===== config.mk =====
export PLATFORM = sky130hd
export DESIGN_NAME = nvsram_store_ctrl
export DESIGN_NICKNAME = d
export VERILOG_FILES = /design/src/rtl/nvs_pkg.sv /design/src/rtl/nvs_regarray.sv /design/src/rtl/nvs_seq_match.sv /design/src/rtl/nvs_engine.sv /design/src/rtl/nvsram_store_ctrl.sv
export SDC_FILE = /design/constraint.sdc
export NUM_CORES = 1
export LEC_CHECK = 0
export ABC_AREA = 1
export BUFFER_PORTS_ARGS = -buffer_cell sky130_fd_sc_hd__buf_2
export CAP_MARGIN = 5
export CORE_UTILIZATION = 44
export CTS_BUF_LIST = sky130_fd_sc_hd__clkbuf_8
export CTS_CLUSTER_DIAMETER = 50
export DETAILED_ROUTE_END_ITERATION = 6
export HOLD_SLACK_MARGIN = 0.08
export PLACE_DENSITY = 0.63
export REMOVE_ABC_BUFFERS = 1
export SETUP_SLACK_MARGIN = 0.5
export SYNTH_ARGS = -nofsm -noshare
export SYNTH_HDL_FRONTEND = slang
export SYNTH_HIERARCHICAL = 1
export SYNTH_SLANG_ARGS = --single-unit

===== constraint.sdc =====
create_clock -name clk -period 3.5 [get_ports clk]
set_input_delay 0.35 -clock clk [delete_from_list [all_inputs] [get_ports clk]]
set_output_delay 0.35 -clock clk [all_outputs]
set_load 0.03 [all_outputs]

===== src/rtl/nvs_pkg.sv =====
package nvs_pkg;

   typedef enum logic [1:0] {
      ST_RECALL = 2'd0,
      ST_IDLE   = 2'd1,
      ST_ERASE  = 2'd2,
      ST_COPY   = 2'd3
   } eng_state_e;

   localparam int SEQ_PREFIX_LEN = 5;

   localparam logic [5:0] TAIL_STORE    = 6'h06;
   localparam logic [5:0] TAIL_AUTO_OFF = 6'h07;
   localparam logic [5:0] TAIL_AUTO_ON  = 6'h08;

   // Address expected at prefix step k of a command sequence
   function automatic logic [5:0] prefix_addr(input int step);
      return 6'((step * 13 + 5) % 64);
   endfunction

endpackage


===== src/rtl/nvs_regarray.sv =====
module nvs_regarray #(
   parameter int ADDR_W = 6,
   parameter int DATA_W = 8,
   localparam int DEPTH = 1 << ADDR_W
) (
   input  logic              clk,
   input  logic              wr_en,
   input  logic [ADDR_W-1:0] wr_addr,
   input  logic [DATA_W-1:0] wr_data,
   input  logic [ADDR_W-1:0] rd_addr,
   output logic [DATA_W-1:0] rd_data
);

   logic [DATA_W-1:0] cells [DEPTH];

   always_ff @(posedge clk) begin
      if (wr_en) cells[wr_addr] <= wr_data;
   end

   assign rd_data = cells[rd_addr];

endmodule


===== src/rtl/nvs_seq_match.sv =====
module nvs_seq_match
   import nvs_pkg::*;
#(
   parameter int   ADDR_W       = 6,
   parameter logic AUTO_DEFAULT = 1'b1
) (
   input  logic              clk,
   input  logic              rst_n,
   input  logic              rd_fire,
   input  logic [ADDR_W-1:0] addr,
   output logic              sw_store,
   output logic              auto_en
);

   logic [2:0]        step;
   logic [ADDR_W-1:0] want;
   logic              hit_prefix;

   assign want       = ADDR_W'(prefix_addr(int'(step)));
   assign hit_prefix = (addr == want);

   always_ff @(posedge clk or negedge rst_n) begin
      if (!rst_n) begin
         step     <= '0;
         sw_store <= 1'b0;
         auto_en  <= AUTO_DEFAULT;
      end else begin
         sw_store <= 1'b0;
         if (rd_fire) begin
            if (int'(step) < SEQ_PREFIX_LEN) begin
               step <= hit_prefix ? step + 3'd1 : 3'd0;
            end else begin
               step <= 3'd0;
               if (addr == ADDR_W'(TAIL_STORE))         sw_store <= 1'b1;
               else if (addr == ADDR_W'(TAIL_AUTO_OFF)) auto_en  <= 1'b0;
               else if (addr == ADDR_W'(TAIL_AUTO_ON))  auto_en  <= 1'b1;
            end
         end
      end
   end

   assert_auto_by_read_R6: assert property (@(posedge clk) disable iff (!rst_n)
      (auto_en != $past(auto_en)) |-> $past(rd_fire));

   assert_cmd_after_read_R6: assert property (@(posedge clk) disable iff (!rst_n)
      sw_store |-> $past(rd_fire));

endmodule


===== src/rtl/nvs_engine.sv =====
module nvs_engine
   import nvs_pkg::*;
#(
   parameter int ADDR_W = 6,
   parameter int CNT_W  = 16
) (
   input  logic              clk,
   input  logic              rst_n,
   input  logic              wr_fire,
   input  logic              hw_store_n,
   input  logic              pwr_fail,
   input  logic              auto_en,
   input  logic              sw_store,
   output eng_state_e        st,
   output logic [ADDR_W-1:0] idx,
   output logic              wl,
   output logic [CNT_W-1:0]  cnt
);

   logic last, start;

   assign last  = (idx == '1);
   assign start = (!hw_store_n && wl) || (pwr_fail && auto_en && wl) || sw_store;

   always_ff @(posedge clk or negedge rst_n) begin
      if (!rst_n) begin
         st  <= ST_RECALL;
         idx <= '0;
         wl  <= 1'b0;
         cnt <= '0;
      end else begin
         unique case (st)
            ST_RECALL: begin
               idx <= idx + 1'b1;
               if (last) begin
                  st  <= ST_IDLE;
                  wl  <= 1'b0;
                  idx <= '0;
               end
            end
            ST_IDLE: begin
               if (wr_fire) wl <= 1'b1;
               if (start) begin
                  st  <= ST_ERASE;
                  idx <= '0;
               end
            end
            ST_ERASE: begin
               idx <= idx + 1'b1;
               if (last) begin
                  st  <= ST_COPY;
                  idx <= '0;
               end
            end
            ST_COPY: begin
               idx <= idx + 1'b1;
               if (last) begin
                  st  <= ST_IDLE;
                  idx <= '0;
                  wl  <= 1'b0;
                  cnt <= cnt + 1'b1;
               end
            end
            default: st <= ST_IDLE;
         endcase
      end
   end

   assert_write_sets_latch_R3: assert property (@(posedge clk) disable iff (!rst_n)
      (st == ST_IDLE && wr_fire) |=> wl);

   assert_read_keeps_latch_R3: assert property (@(posedge clk) disable iff (!rst_n)
      (st == ST_IDLE && !wl && !wr_fire) |=> !wl);

   assert_hw_clear_latch_R4: assert property (@(posedge clk) disable iff (!rst_n)
      (st == ST_IDLE && !wl && !sw_store) |=> (st == ST_IDLE));

   assert_count_on_copy_R9: assert property (@(posedge clk) disable iff (!rst_n)
      (cnt != $past(cnt)) |-> ($past(st) == ST_COPY));

   assert_recall_clears_R11: assert property (@(posedge clk) disable iff (!rst_n)
      ($past(st) == ST_RECALL && st == ST_IDLE) |-> !wl);

endmodule


===== src/rtl/nvsram_store_ctrl.sv =====
module nvsram_store_ctrl
   import nvs_pkg::*;
#(
   parameter int   ADDR_W       = 6,
   parameter int   DATA_W       = 8,
   parameter int   CNT_W        = 16,
   parameter logic AUTO_DEFAULT = 1'b1,
   parameter logic ERASED_ONES  = 1'b1
) (
   input  logic              clk,
   input  logic              rst_n,
   input  logic              acc_en,
   input  logic              acc_we,
   input  logic [ADDR_W-1:0] acc_addr,
   input  logic [DATA_W-1:0] acc_wdata,
   output logic [DATA_W-1:0] rd_data,
   output logic              rd_valid,
   input  logic              hw_store_n,
   input  logic              pwr_fail,
   output logic              busy_n,
   output logic [CNT_W-1:0]  store_count
);

   generate
      if (ADDR_W < 6)  begin : g_chk_small  $error("ADDR_W must be at least 6"); end
      if (ADDR_W > 12) begin : g_chk_large  $error("ADDR_W must be at most 12"); end
      if (DATA_W < 1)  begin : g_chk_data   $error("DATA_W must be positive"); end
      if (CNT_W < 1)   begin : g_chk_cnt    $error("CNT_W must be positive"); end
   endgenerate

   eng_state_e        st;
   logic [ADDR_W-1:0] idx;
   logic              wl, idle, rd_fire, wr_fire, sw_store, auto_en;
   logic [DATA_W-1:0] erase_word, sram_rd, shadow_rd;
   logic              sram_we, shadow_we;
   logic [ADDR_W-1:0] sram_waddr, sram_raddr;
   logic [DATA_W-1:0] sram_wdata, shadow_wdata;

   generate
      if (ERASED_ONES) begin : g_erase_ones
         assign erase_word = '1;
      end else begin : g_erase_zero
         assign erase_word = '0;
      end
   endgenerate

   assign idle    = (st == ST_IDLE);
   assign busy_n  = idle;
   assign rd_fire = acc_en && !acc_we && idle;
   assign wr_fire = acc_en &&  acc_we && idle;

   assign sram_we      = wr_fire || (st == ST_RECALL);
   assign sram_waddr   = (st == ST_RECALL) ? idx : acc_addr;
   assign sram_wdata   = (st == ST_RECALL) ? shadow_rd : acc_wdata;
   assign sram_raddr   = idle ? acc_addr : idx;
   assign shadow_we    = (st == ST_ERASE) || (st == ST_COPY);
   assign shadow_wdata = (st == ST_ERASE) ? erase_word : sram_rd;

   nvs_regarray #(.ADDR_W(ADDR_W), .DATA_W(DATA_W)) sram_i (
      .clk(clk), .wr_en(sram_we), .wr_addr(sram_waddr), .wr_data(sram_wdata),
      .rd_addr(sram_raddr), .rd_data(sram_rd)
   );

   nvs_regarray #(.ADDR_W(ADDR_W), .DATA_W(DATA_W)) shadow_i (
      .clk(clk), .wr_en(shadow_we), .wr_addr(idx), .wr_data(shadow_wdata),
      .rd_addr(idx), .rd_data(shadow_rd)
   );

   nvs_seq_match #(.ADDR_W(ADDR_W), .AUTO_DEFAULT(AUTO_DEFAULT)) match_i (
      .clk(clk), .rst_n(rst_n), .rd_fire(rd_fire), .addr(acc_addr),
      .sw_store(sw_store), .auto_en(auto_en)
   );

   nvs_engine #(.ADDR_W(ADDR_W), .CNT_W(CNT_W)) engine_i (
      .clk(clk), .rst_n(rst_n), .wr_fire(wr_fire), .hw_store_n(hw_store_n),
      .pwr_fail(pwr_fail), .auto_en(auto_en), .sw_store(sw_store),
      .st(st), .idx(idx), .wl(wl), .cnt(store_count)
   );

   always_ff @(posedge clk or negedge rst_n) begin
      if (!rst_n) begin
         rd_data  <= '0;
         rd_valid <= 1'b0;
      end else begin
         rd_valid <= rd_fire;
         if (rd_fire) rd_data <= sram_rd;
      end
   end

   assert_busy_ignores_R10: assert property (@(posedge clk) disable iff (!rst_n)
      (!busy_n && acc_en) |=> !rd_valid);

   assert_read_latency_R2: assert property (@(posedge clk) disable iff (!rst_n)
      (busy_n && acc_en && !acc_we) |=> rd_valid);

endmodule


; ---- Word-level counts from Yosys, hierarchy flattened
; Memories as Yosys holds them, arrays and structs flattened.
; Index checks and enable logic that the tools add are counted.
[classes]
addsub = 4
multipliers = 1
n_div = 0
order_cmp = 1
eq_ne = 12
shift = 0
n_mux = 25
bitwise = 2
reduce_logical = 22
[op_table]
columns = op, count
row1 = 2-to-1 mux 6 bit, 4
row2 = "adder 16 x 1 -> 16 bit, second input constant", 1
row3 = 2-to-1 mux 8 bit, 2
row4 = "== test 6 x 3 -> 1 bit, second input constant", 2
row5 = one-hot mux 6 bit (2 select lines), 1
row6 = 2-to-1 mux 1 bit, 11
row7 = "!= test 2 x 1 -> 1 bit, second input constant", 4
row8 = logical AND 1 bit, 7
row9 = "adder 6 x 1 -> 6 bit, second input constant", 1
row10 = "adder 6 x 4 -> 6 bit, second input constant", 1
row11 = "== test 6 x 4 -> 1 bit, second input constant", 1
row12 = == test 6 bit, 1
row13 = "== test 6 bit, second input constant", 1
row14 = "multiplier 3 x 4 -> 6 bit, second input constant", 1
row15 = 2-to-1 mux 2 bit, 3
row16 = 2-to-1 mux 3 bit, 2
row17 = one-hot mux 2 bit (3 select lines), 1
row18 = AND reduction 3 bit, 2
row19 = "== test 2 bit, second input constant", 2
row20 = logical OR 1 bit, 4
row21 = AND reduction 4 bit, 1
row22 = nonzero test 2 bit, 2
row23 = "adder 3 x 1 -> 3 bit, second input constant", 1
row24 = "less-than comparator 3 bit, second input constant", 1
row25 = 8 further kinds, 10
[totals]
ff_bits = 39
latch_bits = 0
mem_bits_rw = 1024
mem_bits_ro = 0
inputBits = 20
out_inout_bits = 26
word_cells = 78
n_memories = 2
[mem_list]
columns = name, depth, width, read_ports, rd_ports_with_merged_regs, wr, line_no
row1 = shadow_i.cells, 64, 8, 1, 0, 1, nvs_regarray.sv:14  ; logic [DATA_W-1:0] cells [DEPTH];
row2 = sram_i.cells, 64, 8, 1, 0, 1, nvs_regarray.sv:14

; ---- Depth between registers and ports, before layout
[depth]
ltp_word = 6
depth_mapped = 18
mapped_depth_nobuf = 15

; ---- Cells and area by module
; Netlist, hierarchy kept.
[by_module_without_submodules]
columns = module, n_inst, cells_each, area_per_inst_um2, seq_area_each_um2
row1 = nvs_regarray, 2, 1797, 21179.1, 15374.7
row2 = nvs_engine, 1, 181, 1526.5, 625.6
row3 = nvsram_store_ctrl, 1, 122, 726.9, 225.2
row4 = nvs_seq_match, 1, 98, 634.4, 126.4

; ---- Least setup slack after synthesis
; No wires, ideal clock.
[synth_path]
path_kind = reg2reg
from = register engine_i.st[0]
to = memory shadow_i.cells[0][6] (data pin)
setup_time_ps = 355
arrival_ps = 2745
required_ps = 3145
path_slack_ps = 399
stages_incl_launch_ff = 15
path_buffers = 4
period_less_slack_ps = 3101
cell_sequence = dfrtp_1 > buf_6 > nand2_2 > buf_6 > o21ai_0 > buf_2 > buf_1 > nand3_1 > nand2_1 > nand2_1 > nand3_1 > nand3_1 > nand2_1 > inv_1 > nand2_1
[synth_between]
elab_chain_len = 4
word_cells_on_any_way = 5
classes_between = eq/ne (2) / mux (2) / memory (1)
[synth_lines]
columns = element, line_no
row1 = from (decl), nvs_engine.sv:14  ; output eng_state_e st,
row2 = from (signal assigned), nvs_engine.sv:27  ; st <= ST_RECALL;
row3 = from (signal assigned), nvs_engine.sv:36  ; st <= ST_IDLE;
row4 = from (signal assigned), nvs_engine.sv:44  ; st <= ST_ERASE;
row5 = == test 2 x 1 -> 1 bit, nvsram_store_ctrl.sv:47  ; assign idle = (st == ST_IDLE);
row6 = 2-to-1 mux 6 bit, nvsram_store_ctrl.sv:55  ; assign sram_raddr = idle ? acc_addr : idx;
row7 = net sram_raddr[2], nvsram_store_ctrl.sv:36  ; logic [ADDR_W-1:0] sram_waddr, sram_raddr;
row8 = memory (64 x 8 bit), n/a
row9 = net sram_rd[6], nvsram_store_ctrl.sv:34  ; logic [DATA_W-1:0] erase_word, sram_rd, shadow_rd;
row10 = 2-to-1 mux 8 bit, nvsram_store_ctrl.sv:57  ; assign shadow_wdata = (st == ST_ERASE) ? erase_word : sram_rd;
row11 = net shadow_wdata[6], nvsram_store_ctrl.sv:37  ; logic [DATA_W-1:0] sram_wdata, shadow_wdata;
row12 = to (decl), nvs_regarray.sv:14
; The timed path passes the listed nets, and every way through them passes these cells.

; ---- Final worst setup path
[layout_path]
from = register engine_i.st[1]
to = memory shadow_i.cells[36][0] (data pin)
; The elaborated chain is that of the path after synthesis.

==> flow_metrics.tcl <==
set metrics [dict create \
    detailedPlacementHpwl_um 69920 \
    finalHoldViolations 0 \
    io-pin-count 46 \
    cts_tree "built" \
    synth.distinct_cells 41 \
    synth_seq_area_share 0.7012 \
    largest_net_degree_at_the_start_of_global_routing 114 \
    max_slew_margin 0.2558 \
    synth_warnings 6 \
    outcome "completed" \
    globalplace.congestion 0.8992 \
    irDropWorstVdd_v 0.0006840 \
    numCtsBuffers 174 \
    area.growth.synth_to_final_pct 17.19 \
    portBuffers 45 \
    layout_commonest_cell "nand2_1" \
    first_global_vias 29310 \
    floorplan.die_area_sq_um 104100 \
    avgViaCountPerCell 5.554 \
    worst_slack_on_hold_paths_ns 0.1487 \
    number_of_antenna_violations_at_the_first_check_in_global_routing 5 \
    holdCritPathClass "input pin to flip-flop" \
    routed_wirelength_um 131900 \
    synthDominantAreaCellType "edfxtp_1" \
    mapped_area_sq_um 45250 \
    finish.net_count 4328 \
    cp.arrival_ns 3.59 \
    proportion_of_layout_cells_with_a_drive_suffix_above_1 0.1513 \
    worst-setup-path-type "flip-flop to flip-flop" \
    crit_path_max_fanout 15 \
    first_pass_grt_wire_length_um 182500 \
    worst_setup_path_endpoint "shadow_i/cells[36][0]$_DFFE_PP_" \
    ctsRootBufferMaster "clkbuf_8" \
    leakagePower_nw 20.25 \
    p_per_area_nw_per_um2 1049 \
    detailroute.via_count 32260 \
    leading_cell_types_in_the_layout_fill_and_taps_excluded "nand2_1, edfxtp_1, nand3_1, clkbuf_8, buf_4" \
    cts-htree-levels 4 \
    max_freq_mhz 329.7 \
    core_area_sq_um 101900 \
    worstReg2RegEnd "shadow_i/cells[36][0]$_DFFE_PP_" \
    layout.filler_cells 8806 \
    rsz_0062_raised_after_global_routing "yes" \
    worstMarginPinSlew_ns 1.114 \
    worst_ep_required_time_ns 4.06 \
    final.min_clock_period_ns 3.033 \
    synth_top_cells_by_area "edfxtp_1, nand2_1, nand3_1, dfrtp_1, buf_6" \
    end_kind "flip-flop" \
    crit_path_start_kind "flip-flop" \
    setup.reg_to_reg.worst_slack_ns 0.47 \
    final_max_slew_viol_count 0 \
    route.detailed.drc 0 \
    global_route.usage.total 0.2339 \
    post-route-period-util 0.8666 \
    tritoncts_num_sinks 1063 \
    critical_path.reg2reg.startpoint "engine_i/st[1]$_DFFE_PN0P_" \
    cap_viol_max_count 0 \
    average_routed_wire_per_standard_cell_um 22.71 \
    grt_remaining_overflow 0 \
    finalSetupViolations 0 \
    syn_area_per_cell_sq_um 11.33 \
    num_rows 117 \
    die_wd_um 322.7 \
    final.setup_skew_ns 0.05595 \
    critPathLaunch "engine_i/st[1]$_DFFE_PN0P_" \
    worst_r2r_path_depth 16 \
    initial_utilization 0.4441 \
    postSynthCellCount 3995 \
    drt.antenna.violating_nets 0 \
    detailedRoute.firstPassIterationCount 6 \
    clk_latency_ns 0.87 \
    clock_path_buffers 3 \
    setup_tns_ns 0 \
    die-height_um 322.7 \
    synth-seq-cells 1063 \
    synth_top_area_frac 0.6796 \
    clock_pin_slew_on_the_worst_setup_and_hold_paths_ns 0.06 \
    drt-initial-drc-count 4182 \
]
-- where the power goes --
group          total [W]  internal, W  switching (W)
registers         0.0184       0.0182       0.000171
clock network     0.0103      0.00529        0.00498
logic             0.0270      0.00880         0.0182
total             0.0556       0.0323         0.0233
-- metal layers --
layer  global-route usage  routed length, um  up-vias
li1                     -                  -    14560
met1               0.3394              54870    15710
met2               0.3551              59810     1759
met3              0.03999              13130      235
met4              0.08246               4076        0
met5                    0                  0        -
-- what timing repair did --
action                                  CTS  global route
gates resized for setup                  38            96
hold endpoints to repair                 52             0
gates cloned                              8            48
endpoints found under the setup margin  754          1273
pin swaps                                 2             2
setup buffers                             8            18
hold buffers                             13             0
-- worst min-delay path by stage --
stage	start	to	slack [ns]	cells after the start
after global routing	acc_en	engine_i/wl$_DFFE_PN0P_	0.16	6
final	acc_addr[4]	match_i/step[2]$_DFFE_PN0P_	0.15	9
after CTS	acc_en	engine_i/wl$_DFFE_PN0P_	0.09	5
after floorplan	rst_n	engine_i/cnt[0]$_DFFE_PN0P_	0.05	0
after detailed placement	rd_data[7]$_DFFE_PN0P_	rd_data[7]$_DFFE_PN0P_	0.45	2
after global placement	rd_data[0]$_DFFE_PN0P_	rd_data[0]$_DFFE_PN0P_	0.45	2
-- worst max-delay path: stages, from the launching register on --
cell,delay [ns]
dfrtp_1,0.41
inv_2,0.08
nand2_4,0.07
buf_8,0.15
o21ai_4,0.23
buf_6,0.18
buf_12,0.18
nand3_1,0.13
nand3_1,0.14
nand2_1,0.10
nand2_1,0.08
nand3_1,0.14
nand3_2,0.14
nand2_1,0.11
inv_1,0.11
nand2_4,0.17
clkbuf_16,0.32
-- cell type report --
cell class	instances	area [sq um]	area share
Sequential cell	1063	31740	0.5985
Inverter	85	369.1	0.006961
Timing Repair inverter	1	8.758	0.0001652
Tap cell	1368	1712	0.03228
Timing Repair Buffer	354	4049	0.07636
Antenna cell	4	10.01	0.0001888
Clock buffer	186	2560	0.04828
Clock inverter	134	733.2	0.01383
Multi-Input combinational cell	2613	11850	0.2234
-- registers in the layout, summed over array words and instances, names as in the netlist --
signal and cells:
shadow_i/cells 512, rd_data 8, engine_i/st 2, engine_i/wl 1, match_i/sw_store 1, engine_i/idx 6
match_i/step 3, engine_i/cnt 16, sram_i/cells 512, rd_valid 1, match_i/auto_en 1
-- cells in the mapped netlist (all sizes together) --
master   number
nand4        26
buf         203
nor4         18
nand3       905
o21ai        28
nor2        142
dfstp         1
ha           15
o21a          1
inv          85
a21oi         2
xnor2         5
nand3b        2
nand2      1454
nor3          2
o211ai        2
dfrtp        38
fa            1
edfxtp     1024
o2111ai       1
xor2          9
clkbuf       31
-- stage by stage --
stage / total power, W / utilization / setup WS (ns) / std cells / instance area, sq um
3_3_place_gp: 0.03856 / 0.4681 / 0.2104 / 5389 / 47690
4_1_cts: 0.05030 / 0.5059 / 0.3604 / 5738 / 51550
3_5_place_dp: 0.03884 / 0.4681 / 0.1593 / 5389 / 47690
6_report: 0.05564 / 0.5204 / 0.4667 / 5808 / 53030
2_1_floorplan: 0.02819 / - / -12.35 / 3761 / 43560
5_1_grt: 0.05778 / 0.5204 / 0.4089 / 5807 / 53020
-- cell families (layout without fill, tap and decap cells) --
kind of cell	count (synthesis)	after routing	share of synthesized area
flops	1063	1063	0.7012
compound gates	34	34	0.004093
other cells	0	4	0
xor+xnor	14	14	0.003208
buf+inv	319	760	0.04469
fa+ha+maj	16	16	0.004590
simple gates	2549	2549	0.2422
Note: power is estimated with default switching activity, not from simulation.
